==> src/rtl/sc_t0_pkg.sv <==
package sc_t0_pkg;
  typedef enum logic [1:0] {ST_IDLE, ST_RX, ST_TX} eng_state_t;

  localparam logic [1:0] A_DATA = 2'd0;
  localparam logic [1:0] A_CTRL = 2'd1;
  localparam logic [1:0] A_STAT = 2'd2;
  localparam logic [1:0] A_LIM  = 2'd3;

  localparam logic [7:0] CTRL_RST = 8'h17;
  localparam int         LIM_RST  = 3;
endpackage

==> src/rtl/sc_fifo.sv <==
module sc_fifo #(
  parameter int W     = 8,
  parameter int DEPTH = 2
) (
  input  logic         clk,
  input  logic         rst,
  input  logic         push,
  input  logic [W-1:0] din,
  input  logic         pop,
  output logic [W-1:0] dout,
  output logic         empty,
  output logic         full
);
  localparam int AW = (DEPTH > 1) ? $clog2(DEPTH) : 1;
  localparam int CW = AW + 1;
  localparam logic [CW-1:0] CNT_MAX = CW'(DEPTH);
  localparam logic [AW-1:0] PTR_MAX = AW'(DEPTH - 1);

  logic [W-1:0]  mem [DEPTH];
  logic [AW-1:0] wptr, rptr;
  logic [CW-1:0] cnt;
  logic          do_push, do_pop;

  assign empty   = (cnt == '0);
  assign full    = (cnt == CNT_MAX);
  assign do_pop  = pop && !empty;
  assign do_push = push && (!full || do_pop);
  assign dout    = mem[rptr];

  always_ff @(posedge clk) begin
    if (do_push) mem[wptr] <= din;
  end

  always_ff @(posedge clk) begin
    if (rst) begin
      wptr <= '0;
      rptr <= '0;
      cnt  <= '0;
    end else begin
      if (do_push) wptr <= (wptr == PTR_MAX) ? '0 : wptr + 1'b1;
      if (do_pop)  rptr <= (rptr == PTR_MAX) ? '0 : rptr + 1'b1;
      case ({do_push, do_pop})
        2'b10:   cnt <= cnt + 1'b1;
        2'b01:   cnt <= cnt - 1'b1;
        default: cnt <= cnt;
      endcase
    end
  end

  // a push into a full queue without a pop leaves the fill level alone
  a_r4_no_overflow: assert property (@(posedge clk) disable iff (rst)
    (push && full && !pop) |=> $stable(cnt));

  // simultaneous push and pop on a non-empty queue keeps the fill level
  a_r13_push_pop_hold: assert property (@(posedge clk) disable iff (rst)
    (push && pop && !empty) |=> $stable(cnt));
endmodule

==> src/rtl/sc_line_sampler.sv <==
module sc_line_sampler (
  input  logic clk,
  input  logic rst,
  input  logic tick,
  input  logic io_in,
  output logic line_s,
  output logic fall,
  output logic vote
);
  logic s1, s2, h0, h1;

  always_ff @(posedge clk) begin
    if (rst) begin
      s1 <= 1'b1;
      s2 <= 1'b1;
      h0 <= 1'b1;
      h1 <= 1'b1;
    end else begin
      s1 <= io_in;
      s2 <= s1;
      if (tick) begin
        h1 <= h0;
        h0 <= s2;
      end
    end
  end

  assign line_s = s2;
  assign fall   = tick && h0 && !s2;
  assign vote   = (h1 & h0) | (h1 & s2) | (h0 & s2);
endmodule

==> src/rtl/sc_char_engine.sv <==
module sc_char_engine
  import sc_t0_pkg::*;
#(
  parameter int TICKS_PER_ETU = 8,
  parameter int RW            = 4
) (
  input  logic          clk,
  input  logic          rst,
  input  logic          tick,
  input  logic          line_s,
  input  logic          fall,
  input  logic          vote,
  input  logic          tx_valid,
  input  logic [7:0]    tx_byte,
  input  logic          chk_en,
  input  logic          report_en,
  input  logic          errsig_en,
  input  logic          force_bad,
  input  logic          resend_en,
  input  logic          discard_en,
  input  logic [RW-1:0] limit,
  output logic          pull_low,
  output logic          rx_push,
  output logic [7:0]    rx_byte,
  output logic          tx_pop,
  output logic          par_evt,
  output logic          exh_evt
);
  localparam int TW = $clog2(TICKS_PER_ETU);
  localparam logic [TW-1:0] T_LAST = TW'(TICKS_PER_ETU - 1);
  localparam logic [TW-1:0] T_MID  = TW'(TICKS_PER_ETU / 2);
  localparam logic [TW-1:0] T_VOTE = TW'(TICKS_PER_ETU / 2 + 1);

  eng_state_t    state;
  logic [TW-1:0] tcnt;
  logic [3:0]    bitn;
  logic [7:0]    txsh, rxsh;
  logic          errsig, nack, drive, rx_bad;
  logic [RW-1:0] retry;
  logic [2:0]    bsel;

  assign bsel    = 3'(bitn - 4'd1);
  assign rx_bad  = chk_en && ((^rxsh) ^ vote);
  assign rx_byte = rxsh;

  always_comb begin
    drive = 1'b0;
    case (state)
      ST_TX: begin
        if (bitn == 4'd0)      drive = 1'b1;
        else if (bitn <= 4'd8) drive = ~txsh[bsel];
        else if (bitn == 4'd9) drive = ~((^txsh) ^ force_bad);
      end
      ST_RX: drive = errsig && ((bitn == 4'd10 && tcnt >= T_MID) ||
                                (bitn == 4'd11 && tcnt <  T_MID));
      default: drive = 1'b0;
    endcase
  end

  always_ff @(posedge clk) begin
    if (rst) begin
      state    <= ST_IDLE;
      tcnt     <= '0;
      bitn     <= '0;
      txsh     <= '0;
      rxsh     <= '0;
      errsig   <= 1'b0;
      nack     <= 1'b0;
      retry    <= '0;
      pull_low <= 1'b0;
      rx_push  <= 1'b0;
      tx_pop   <= 1'b0;
      par_evt  <= 1'b0;
      exh_evt  <= 1'b0;
    end else begin
      pull_low <= drive;
      rx_push  <= 1'b0;
      tx_pop   <= 1'b0;
      par_evt  <= 1'b0;
      exh_evt  <= 1'b0;
      if (tick) begin
        if (state != ST_IDLE) begin
          if (tcnt == T_LAST) begin
            tcnt <= '0;
            bitn <= bitn + 4'd1;
          end else begin
            tcnt <= tcnt + 1'b1;
          end
        end
        case (state)
          ST_IDLE: begin
            tcnt <= '0;
            bitn <= '0;
            if (fall) begin
              state  <= ST_RX;
              errsig <= 1'b0;
            end else if (tx_valid && line_s) begin
              state <= ST_TX;
              txsh  <= tx_byte;
              nack  <= 1'b0;
            end
          end
          ST_RX: begin
            if (tcnt == T_VOTE) begin
              if (bitn == 4'd0) begin
                if (vote) state <= ST_IDLE;
              end else if (bitn <= 4'd8) begin
                rxsh <= {vote, rxsh[7:1]};
              end else if (bitn == 4'd9) begin
                par_evt <= rx_bad && report_en;
                errsig  <= rx_bad && errsig_en;
                rx_push <= !(rx_bad && discard_en);
              end
            end
            if (bitn == 4'd11 && tcnt == T_LAST) state <= ST_IDLE;
          end
          ST_TX: begin
            if (bitn == 4'd11 && tcnt == '0) nack <= !line_s;
            if (bitn == 4'd12 && tcnt == T_LAST) begin
              state <= ST_IDLE;
              if (nack && resend_en && (retry < limit)) begin
                retry <= retry + 1'b1;
              end else begin
                tx_pop  <= 1'b1;
                retry   <= '0;
                exh_evt <= nack && resend_en;
              end
            end
          end
          default: state <= ST_IDLE;
        endcase
      end
    end
  end

  // after two idle cycles the line is released
  a_r2_release_idle: assert property (@(posedge clk) disable iff (rst)
    (state == ST_IDLE && $past(state) == ST_IDLE) |-> !pull_low);

  // while receiving, the line is only pulled inside the rejection window
  a_r6_errsig_window: assert property (@(posedge clk) disable iff (rst)
    (state == ST_RX && pull_low) |-> (bitn == 4'd10 || bitn == 4'd11));

  // a byte leaves the transmit queue only when a 13-ETU frame has ended
  a_r8_pop_at_end: assert property (@(posedge clk) disable iff (rst)
    tx_pop |-> (state == ST_IDLE && $past(state) == ST_TX && $past(bitn) == 4'd12));
endmodule

==> src/rtl/sc_t0_xcvr.sv <==
module sc_t0_xcvr
  import sc_t0_pkg::*;
#(
  parameter int TICKS_PER_ETU = 8,
  parameter int FIFO_DEPTH    = 2,
  parameter int RETRY_W       = 4
) (
  input  logic       clk,
  input  logic       rst,
  input  logic       sample_tick,
  input  logic       io_in,
  output logic       io_pull_low,
  input  logic [1:0] reg_addr,
  input  logic       reg_wr,
  input  logic [7:0] reg_wdata,
  input  logic       reg_rd,
  output logic [7:0] reg_rdata,
  output logic       irq
);
  logic [7:0]         ctrl;
  logic [RETRY_W-1:0] limit;
  logic               par_st, exh_st;
  logic               line_s, fall, vote;
  logic               rx_push, tx_pop, par_evt, exh_evt;
  logic [7:0]         rx_byte, rx_dout, tx_dout, status;
  logic               rx_empty, rx_full, tx_empty, tx_full;
  logic               wr_data, rd_data, wr_stat;

  assign wr_data = reg_wr && reg_addr == A_DATA;
  assign rd_data = reg_rd && reg_addr == A_DATA;
  assign wr_stat = reg_wr && reg_addr == A_STAT;
  assign status  = {2'b00, exh_st, par_st, tx_full, tx_empty, rx_full, !rx_empty};

  sc_line_sampler u_smp (
    .clk(clk), .rst(rst), .tick(sample_tick), .io_in(io_in),
    .line_s(line_s), .fall(fall), .vote(vote)
  );

  sc_fifo #(.W(8), .DEPTH(FIFO_DEPTH)) u_txq (
    .clk(clk), .rst(rst), .push(wr_data), .din(reg_wdata), .pop(tx_pop),
    .dout(tx_dout), .empty(tx_empty), .full(tx_full)
  );

  sc_fifo #(.W(8), .DEPTH(FIFO_DEPTH)) u_rxq (
    .clk(clk), .rst(rst), .push(rx_push), .din(rx_byte), .pop(rd_data),
    .dout(rx_dout), .empty(rx_empty), .full(rx_full)
  );

  sc_char_engine #(.TICKS_PER_ETU(TICKS_PER_ETU), .RW(RETRY_W)) u_eng (
    .clk(clk), .rst(rst), .tick(sample_tick), .line_s(line_s), .fall(fall),
    .vote(vote), .tx_valid(!tx_empty), .tx_byte(tx_dout),
    .chk_en(ctrl[0]), .report_en(ctrl[1]), .errsig_en(ctrl[2]),
    .force_bad(ctrl[3]), .resend_en(ctrl[4]), .discard_en(ctrl[5]),
    .limit(limit), .pull_low(io_pull_low), .rx_push(rx_push),
    .rx_byte(rx_byte), .tx_pop(tx_pop), .par_evt(par_evt), .exh_evt(exh_evt)
  );

  always_ff @(posedge clk) begin
    if (rst) begin
      ctrl      <= CTRL_RST;
      limit     <= RETRY_W'(LIM_RST);
      par_st    <= 1'b0;
      exh_st    <= 1'b0;
      reg_rdata <= '0;
      irq       <= 1'b0;
    end else begin
      if (reg_wr && reg_addr == A_CTRL) ctrl  <= reg_wdata;
      if (reg_wr && reg_addr == A_LIM)  limit <= reg_wdata[RETRY_W-1:0];
      if (par_evt)                        par_st <= 1'b1;
      else if (wr_stat && reg_wdata[4])   par_st <= 1'b0;
      if (exh_evt)                        exh_st <= 1'b1;
      else if (wr_stat && reg_wdata[5])   exh_st <= 1'b0;
      if (reg_rd) begin
        case (reg_addr)
          A_DATA:  reg_rdata <= rx_dout;
          A_CTRL:  reg_rdata <= ctrl;
          A_STAT:  reg_rdata <= status;
          default: reg_rdata <= 8'(limit);
        endcase
      end
      irq <= !rx_empty || par_st || exh_st;
    end
  end

  // a write-one-to-clear removes the parity flag unless a new error lands
  a_r12_w1c_clears: assert property (@(posedge clk) disable iff (rst)
    (wr_stat && reg_wdata[4] && !par_evt) |=> !par_st);
endmodule

==> config.mk <==
export PLATFORM = sky130hd
export DESIGN_NAME = sc_t0_xcvr
export DESIGN_NICKNAME = d
export VERILOG_FILES = /design/src/rtl/sc_t0_pkg.sv /design/src/rtl/sc_fifo.sv /design/src/rtl/sc_line_sampler.sv /design/src/rtl/sc_char_engine.sv /design/src/rtl/sc_t0_xcvr.sv
export SDC_FILE = /design/constraint.sdc
export NUM_CORES = 1
export LEC_CHECK = 0
export ABC_AREA = 1
export CAP_MARGIN = 20
export CORE_MARGIN = 2
export CORE_UTILIZATION = 45
export DETAILED_ROUTE_END_ITERATION = 12
export MAX_ROUTING_LAYER = met4
export SLEW_MARGIN = 20
export SYNTH_ARGS = -nofsm -noshare
export SYNTH_HDL_FRONTEND = slang
export SYNTH_SLANG_ARGS = --single-unit
==> constraint.sdc <==
create_clock -name clk -period 2.4 [get_ports clk]
set_input_delay 0.36 -clock clk [delete_from_list [all_inputs] [get_ports clk]]
set_output_delay 0.36 -clock clk [all_outputs]
set_load 0.02 [all_outputs]
# --- Yosys cells after proc, flatten, opt, wreduce, memory -nomap -nowiden ---
# Memories as Yosys holds them, arrays and structs flattened. A register that Yosys moved wholly into a read port is not among the register bits.
# Cells that the tools add are included.
op_classes:
  reduce_logical: 65
  n_eq_ne: 30
  magnitude_cmp: 5
  mux: 49
  bitwise: 17
  add_sub_neg: 12
op_table:
  columns: ["operator", "count"]
  rows:
  - ["$mux 1", 27]
  - ["$logic_and 1x1->1", 26]
  - ["$pmux 8 s3", 1]
  - ["$reduce_bool 2->1", 9]
  - ["$eq 4x4->1 const B", 4]
  - ["$mux 4", 4]
  - ["$reduce_xor 8->1", 2]
  - ["$eq 2x2->1 const B", 7]
  - ["$mux 2", 7]
  - ["$ne 2x1->1 const B", 5]
  - ["$not 1->1", 10]
  - ["$reduce_and 5->1", 2]
  - ["$mux 3", 3]
  - ["$ne 3x1->1 const B", 3]
  - ["$add 4x1->4 const B", 2]
  - ["$eq 2x1->1 const B", 4]
  - ["$logic_not 2->1", 4]
  - ["$ne 2x2->1 const B", 4]
  - ["$pmux 2 s2", 2]
  - ["$reduce_and 7->1", 1]
  - ["$reduce_or 7->1", 1]
  - ["$eq 3x3->1 const B", 2]
  - ["$logic_not 1->1", 6]
  - ["$pmux 1 s2", 3]
  - ["25 further kinds", 39]
totals:
  wordCells: 208
  ff_bits: 63
  ram_bits: 32
  memories: 2
  output_inout_bits: 10
  inputBits: 16
memory_table:
  columns: ["name", "depth", "word_bits", "read_ports", "rd_ports_with_merged_regs", "write_ports", "line", "text"]
  rows:
  - ["u_rxq.mem", 2, 8, 1, 1, 1, "sc_fifo.sv:19", "logic [W-1:0] mem [DEPTH];"]
  - ["u_txq.mem", 2, 8, 1, 1, 1, "sc_fifo.sv:19", null]

# --- Depth between registers and ports, before layout ---
# Gate-level depths: netlist (run 1).
logic_depth:
  ltp_word: 11
  mapped_depth: 12
  depth_no_buf: 12

# --- By module ---
# A second synthesis (run 1) with hierarchy kept.
unflattened:
  hier_cells: 609
  hier_area_um2: 5099.9
modules_own_cells:
  columns: ["module", "cells_each", "area_each_um2", "n_inst", "seq_area_each_um2"]
  rows:
  - ["sc_char_engine", 312, 2190.9, 1, 720.7]
  - ["sc_fifo", 64, 858.3, 2, 580.6]
  - ["sc_t0_xcvr", 150, 1042.2, 1, 460.4]
  - ["sc_line_sampler", 19, 150.1, 1, 80.1]

# --- Least setup slack after synthesis (run 1) ---
# Ideal clock, no wire load.
synth_path:
  kind: "input port to flip-flop"
  start: "input reg_rd"
  end: "register u_rxq.cnt[1]"
  path_buffers: 1
  slack_ns: 0.594
  required_ns: 2.278
  t_arrival_ns: 1.684
  path_stages: 11
  setup_time_ns: 0.122
  cell_sequence: "buf_4 inv_2 nor3_4 inv_1 nand2_1 nand2_1 ha_1 a21oi_1 o21ai_0 o21ai_0 a21oi_1"
synth_via:
  elab_chain_cells: 6
  elab_cells_between_ends: 8
  cone_classes: "eq/ne (2); mux (1); reduce/logical (5)"
synth_lines:
  columns: ["element", "line", "text"]
  rows:
  - ["from (decl)", "sc_t0_xcvr.sv:16", "input logic reg_rd,"]
  - ["$logic_and 1x1->1 *", "sc_t0_xcvr.sv:30", "assign rd_data = reg_rd && reg_addr == A_DATA;"]
  - ["$logic_and 1x1->1 *", "sc_fifo.sv:26", "assign do_pop = pop && !empty;"]
  - ["via u_rxq.do_pop", "sc_fifo.sv:22", "logic do_push, do_pop;"]
  - ["$logic_or 1x1->1", "sc_fifo.sv:27", "assign do_push = push && (!full || do_pop);"]
  - ["$logic_and 1x1->1", "sc_fifo.sv:27", null]
  - ["$eq 2x1->1 or $eq 2x2->1 (tied branches)", "sc_fifo.sv:42", "case ({do_push, do_pop})"]
  - ["$pmux 2 s2 or $reduce_bool 2->1 (tied branches)", null, null]
  - ["to (signal assigned)", "sc_fifo.sv:43", "2'b10: cnt <= cnt + 1'b1;"]
  - ["to (signal assigned)", "sc_fifo.sv:44", "2'b01: cnt <= cnt - 1'b1;"]
  - ["to (signal assigned)", "sc_fifo.sv:45", "default: cnt <= cnt;"]
  - ["to (decl)", "sc_fifo.sv:21", "logic [CW-1:0] cnt;"]
# The timed path passes the listed nets; every way through them passes the cells marked *.
# A chain may end at the register's enable or synchronous reset.

# --- Final worst setup path (run 1) ---
layout_path:
  start: "register u_eng.bitn[0]"
  end: "register u_eng.retry[3]"
layout_via:
  elab_chain_cells: 3
layout_lines:
  columns: ["element", "line", "text"]
  rows:
  - ["from (decl)", "sc_char_engine.sv:36", "logic [3:0] bitn;"]
  - ["from (signal assigned)", "sc_char_engine.sv:85", "bitn <= bitn + 4'd1;"]
  - ["$eq 4x4->1", "sc_char_engine.sv:119", "if (bitn == 4'd12 && tcnt == T_LAST) begin"]
  - ["$logic_and 1x1->1", "sc_char_engine.sv:119", null]
  - ["$reduce_and 3->1 (no line)", null, null]
  - ["to (signal assigned)", "sc_char_engine.sv:122", "retry <= retry + 1'b1;"]
  - ["to (decl)", "sc_char_engine.sv:39", "logic [RW-1:0] retry;"]
# No other way between the ends.

==> out/qor.yml, run 1 <==
syn_to_final_growth_pct: 13.40
synth_cells: 557
core_area_mm2: 0.01028
skew_ns: 0.01125
fin_crit_sh_pct: 79.17
yosys.area_share.adder_pct: 4.484
multi_input_area_mm2: 0.002013
yosysSeqAreaShare_pct: 50.65
rsz0062_at_grt: "no"
htree_num_levels: 3
die_y_um: 106.7
synth_area_leader_cell: "dfxtp_1"
worst_ep_arrival_time_ns: 2.18
post_cts_resize_count: 0
cp_slowest_cell: "dfxtp_1"
regArea_mm2: 0.002402
p_leak_nw: 2.048
gr-total-overflow: 0
synth_xor_area_share_pct: 2.400
drc: 0
grt_max_degree: 35
final_cell_mix: "119 x nand2_1, 72 x dfxtp_1, 55 x inv_1"
final_layout_size_suffix_gt1_share_pct: 9.732
synth_compound_area_share_pct: 15.09
slew_violations: 0
start_kind: "flop"
cts_tree: "yes"
vdd_drop_max_uv: 608.3
rows: 37
synthTopCellsByArea: "dfxtp_1 30%, edfxtp_1 20%, nand2_1 9.4%"
crit_type: "flop to flop"
tns_ns: 0
fin_util_pct: 52.34
port_buffers: 25
hold_buffers: 0
hold_depth: 1
max_stage_delay_ns: 0.39
dr_wl_met2_mm: 5.007
vias_per_cell: 5.068
cp-end-kind: "flop"
fillers: 1007
syn_avg_cell_area_um2: 8.516
synth-edff-count: 32
routedWlPerCell_um: 14.17
synth_nets: 590
worst-path-buf-inv: 1
synthFlopType: "dfxtp_1"
p_total_mw: 3.443
worst_slew_pin_slew_ns: 0.4981
slew_headroom_pct: 66.69
synth_top_area_share_pct: 30.39
hold_viol: 0
grt_pass1_wl_mm: 17.45
ios: 26
place.gp.congestion: 0.8616
path_clk_slew_ns: 0.10
finalSetupViolations: 0
post-route-min-period_ns: 1.900
antenna_found_initial: 0
status: "completed"
grt_pass1_vias: 3551
die_w_um: 106.7
synth_top_family_by_area: "simple AND/OR/NAND/NOR gates"
ant_nets: 0
syn_area_mm2: 0.004743
hold_path.class: "flop to flop"
async_reset_ff_share_pct: 0
r2r_start: "u_eng.bitn[0]"
final_nets: 624
die_area_mm2: 0.01138
synth_simple_gate_area_share_pct: 20.47
synth-seq-cells: 104
cp_data_required_time_ns: 2.68
final_area_mm2: 0.005379
holdPathEnd: "u_smp.line_s"
drt_pre_antenna_iters: 5
clockBufferDepth: 2
wl_met3_um: 449
yosys_warnings: 0
start_util_pct: 46.15
post_cts_buffers: 0
path_delay_family: "simple AND/OR/NAND/NOR gates"
clock.fmax_mhz: 526.3
hold_start: "u_smp.s1"
r2r_end: "u_eng.retry[3]"
yosysUniqueCellTypes: 39
final_common_cell: "nand2_1"
drv_cap: 0
drtIter0Drc: 207
top_layer_used: "met4"
r2r_cells: 7
hpwl_mm: 7.681
clockRootBuffer: "clkbuf_8"
clock_latency_ns: 0.38
met1Wirelength_mm: 4.680
synthMuxAreaShare_pct: 0
dpl_cell_area_mm2: 0.005160
antenna-diode-count: 0
p_per_area_mw_per_mm2: 640.0
path_max_fanout: 8
crit_chain: "inv_1, ha_1, nand4_2, nor3_4, nand4_1, xor2_1, nor2_2"
numCtsBuffers: 9
numClockSinks: 104
via_count: 3710
grtUsageTotal_pct: 20.24
r2r_slack_ns: 0.50
routed_wl_mm: 10.37
==> flip-flops by register name, indices dropped and copies added (netlist names), 2 cells and up, named ones only <==
name / cells
limit: 4
u_txq.mem: 16
u_eng.rx_byte: 8
u_txq.cnt: 2
u_eng.state: 2
ctrl: 8
u_eng.tcnt: 3
reg_rdata: 8
u_rxq.cnt: 2
u_eng.retry: 4
u_eng.bitn: 4
u_rxq.mem: 16
u_eng.txsh: 8
==> kinds of logic after synthesis <==
family                     Yosys count
AOI/OAI and AO/OA                  130
xor gates and xnor gates            13
adders and majority gates           17
buffers and inverters               77
DFF                                104
and+or+nand+nor                    216
==> per-layer routing <==
metal	vias to the layer above	global-route usage, %
met4	0	7.050
met1	1702	26.01
li1	1933	-
met2	57	32.12
met5	-	-
met3	18	4.012
==> report_power, final <==
part           internal [mW]  total [mW]  switching [mW]
combinational          0.140       0.366           0.225
clock                  0.515        1.19           0.676
sequential              1.85        1.89          0.0347
==> cell type report <==
class | instances | share of cell area (%)
timing repair buffer | 35 | 6.048
inverter | 65 | 4.629
sequential | 104 | 44.66
clock buffer | 9 | 2.303
clock inverter | 7 | 1.768
tap | 136 | 3.164
multi-input combinational | 376 | 37.43
==> worst max path at each step <==
stage          slack [ns]        endpoint     startpoint  cells after the start
2_1_floorplan        0.59    u_rxq.cnt[1]         reg_rd                     11
3_3_place_gp         0.15    u_rxq.cnt[1]    reg_addr[1]                     12
3_5_place_dp         0.10    u_rxq.cnt[1]    reg_addr[1]                     12
4_1_cts              0.50  u_eng.retry[3]  u_eng.bitn[0]                      7
5_1_grt              0.24    u_rxq.cnt[1]    reg_addr[1]                     12
6_report             0.50  u_eng.retry[3]  u_eng.bitn[0]                      7
==> synthesized netlist by cell type (8+ instances only) <==
| master | instances |
|---|---|
| xor2_1 | 8 |
| nor2_1 | 41 |
| edfxtp_1 | 32 |
| ha_1 | 17 |
| nand2_1 | 119 |
| nor3_1 | 9 |
| a31oi_1 | 9 |
| dfxtp_1 | 72 |
| inv_1 | 55 |
| o21ai_0 | 52 |
| nand3_1 | 23 |
| inv_2 | 9 |
| a21oi_1 | 51 |
==> worst reg2reg max path, cell delays in order, from the launching register on <==
cell     delay (ns)
dfxtp_1        0.39
inv_1          0.21
ha_1           0.33
nand4_2        0.19
nor3_4         0.29
nand4_1        0.15
xor2_1         0.20
nor2_2         0.04
==> through the flow <==
step	hold slack (ns)	setup slack, ns	instances
2_1_floorplan	0.3895	0.5937	557
3_3_place_gp	0.3996	0.1514	716
3_5_place_dp	0.3934	0.1043	716
4_1_cts	0.4180	0.5000	732
5_1_grt	0.4493	0.2437	732
6_report	0.4166	0.5000	732
Note: power is estimated with default switching activity, not from simulation.
==> inputs of run 2 (changes only) <==
Settings changed: PLACE_DENSITY set to 0.65.
Clock period 2.4 ns to 1.7 ns, I/O delays scaled along.
==> run 2 against run 1 <==
  * Routed wire length increased by 2.4%
  * Sequential share of layout area decreased by 2.5 points
  * Register-to-register slack got worse by 0.41 ns
  * First-iteration DRC count decreased by 9.2%
  * Total power increased by 40%
  * Setup slack got worse by 0.41 ns
  * Non-clock buffer count increased by 34
  * Combinational power increased by 59%
  * Final cell count increased by 4.6%
  * Critical endpoint unchanged
==> out/qor.yml, run 2 (same netlist as run 1, synthesis figures left out) <==
cp_data_required_time_ns: 1.97
routed_wl_mm: 10.62
post-place-ws_ns: -0.4722
p_seq_share_pct: 55.3
p_leak_nw: 2.215
path_clk_slew_ns: 0.10
drt_pre_antenna_iters: 4
drc: 0
final_common_cell: "nand2_1"
clock_latency_ns: 0.37
numClockSinks: 104
grt_pass1_wl_mm: 17.53
fin_crit_sh_pct: 94.64
vdd_drop_max_uv: 808.9
post-route-min-period_ns: 1.609
intPower_mw: 3.557
place_inst: 749
ant_nets: 0
crit_type: "flop to flop"
worst_slew_pin_slew_ns: 0.4054
syn_to_final_growth_pct: 20.39
routedWlPerCell_um: 13.86
core_area_mm2: 0.01028
drtIter0Drc: 188
final_cell_mix: "119 x nand2_1, 66 x dfxtp_1, 55 x inv_1"
antenna-diode-count: 0
skew_ns: 0.01491
hold_viol: 0
grt_max_degree: 41
die_w_um: 106.7
fillers: 942
die_area_mm2: 0.01138
htree_num_levels: 3
start_kind: "flop"
place.gp.congestion: 0.8813
antenna_found_initial: 0
final_nets: 658
port_buffers: 25
gr-total-overflow: 0
drv_cap: 0
rows: 37
numCtsBuffers: 9
p_per_area_mw_per_mm2: 843.0
switching_power_mw: 1.257
vias_per_cell: 5.089
switching_share_pct: 26.10
worst_ep_arrival_time_ns: 1.88
pwr-share-comb_pct: 12.1
clock.fmax_mhz: 621.6
r2r_slack_ns: 0.09
start_util_pct: 46.15
slew_headroom_pct: 72.69
holdWs_ns: 0.4249
clockRootBuffer: "clkbuf_8"
fin_ws_ns: 0.09113
cts_tree: "yes"
stdcell_count: 766
ios: 26
die_y_um: 106.7
status: "completed"
cp-end-kind: "flop"
slew_violations: 0
final_layout_size_suffix_gt1_share_pct: 16.67
grtUsageTotal_pct: 20.01
power_frac_clock_pct: 32.7
clockBufferDepth: 2
fin_util_pct: 55.56
finalSetupViolations: 0
grt_pass1_vias: 3730
via_count: 3898
top_regs: "u_rxq.mem x16, u_txq.mem x16"
path_max_fanout: 5
hold_path.class: "flop to flop"
hpwl_mm: 7.882
==> run 2: worst max-delay path: stages, from the launching register on <==
cell     delay (ns)
dfxtp_1        0.35
ha_2           0.20
ha_4           0.17
nand4_4        0.13
nor3_4         0.26
nand4_1        0.17
xor2_1         0.19
nor2_2         0.04
==> run 2: path summary, 6_finish.rpt <==
check / start / to / depth (start not counted)
setup / recovery: u_eng.tcnt[0] / u_eng.retry[3] / 7
hold / removal: u_smp.s1 / u_smp.line_s / 1
setup reg to reg: u_eng.tcnt[0] / u_eng.retry[3] / 7
hold reg to reg: u_smp.s1 / u_smp.line_s / 1
==> run 2: area by class of cell <==
| cell class | instances | area, µm² | area share [%] |
|---|---|---|---|
| Clock buffer | 9 | 123.9 | 2.169 |
| Clock inverter | 7 | 82.58 | 1.446 |
| Inverter | 65 | 249.0 | 4.360 |
| Multi-Input combinational cell | 376 | 2072 | 36.28 |
| Sequential cell | 104 | 2410 | 42.20 |
| Tap cell | 136 | 170.2 | 2.980 |
| Timing Repair Buffer | 69 | 603.1 | 10.56 |
==> run 2: routing by layer <==
metal	GRT usage [%]	vias to the layer above	share of wire (%)
met5	-	-	0
met4	4.731	0	1.1
met3	4.195	12	2.8
met2	34.85	54	51
met1	23.85	1834	45
li1	-	1998	-
==> run 2: metrics by stage <==
stage | area, µm² | total power [mW] | TNS [ns]
2_1_floorplan | 4745 | 3.065 | 0
3_3_place_gp | 5434 | 3.278 | -8.268
3_5_place_dp | 5434 | 3.288 | -10.61
4_1_cts | 5673 | 4.865 | 0
5_1_grt | 5710 | 5.047 | -0.01705
6_report | 5710 | 4.814 | 0
==> run 2: repair_timing <==
action / in CTS / in global routing
hold buffers: 0 / 0
gates resized for setup: 8 / 17
buffers inserted: 1 / 0
pin swaps: 3 / 3
endpoints found under the setup margin: 2 / 20
==> run 2: power groups by stage <==
stage / Sequential [mW] / Combinational [mW] / Clock [mW]
2_1_floorplan: 2.72 / 0.347 / 0
4_1_cts: 2.66 / 0.575 / 1.63
6_report: 2.66 / 0.581 / 1.57
5_1_grt: 2.67 / 0.651 / 1.73
3_3_place_gp: 2.71 / 0.564 / 0
3_5_place_dp: 2.72 / 0.571 / 0
==> inputs of run 3 (changes only) <==
Settings changed: CAP_MARGIN 20 to 25.
==> results of run 3 <==
The final DEF is identical to that of run 2; final timing and power are the same.
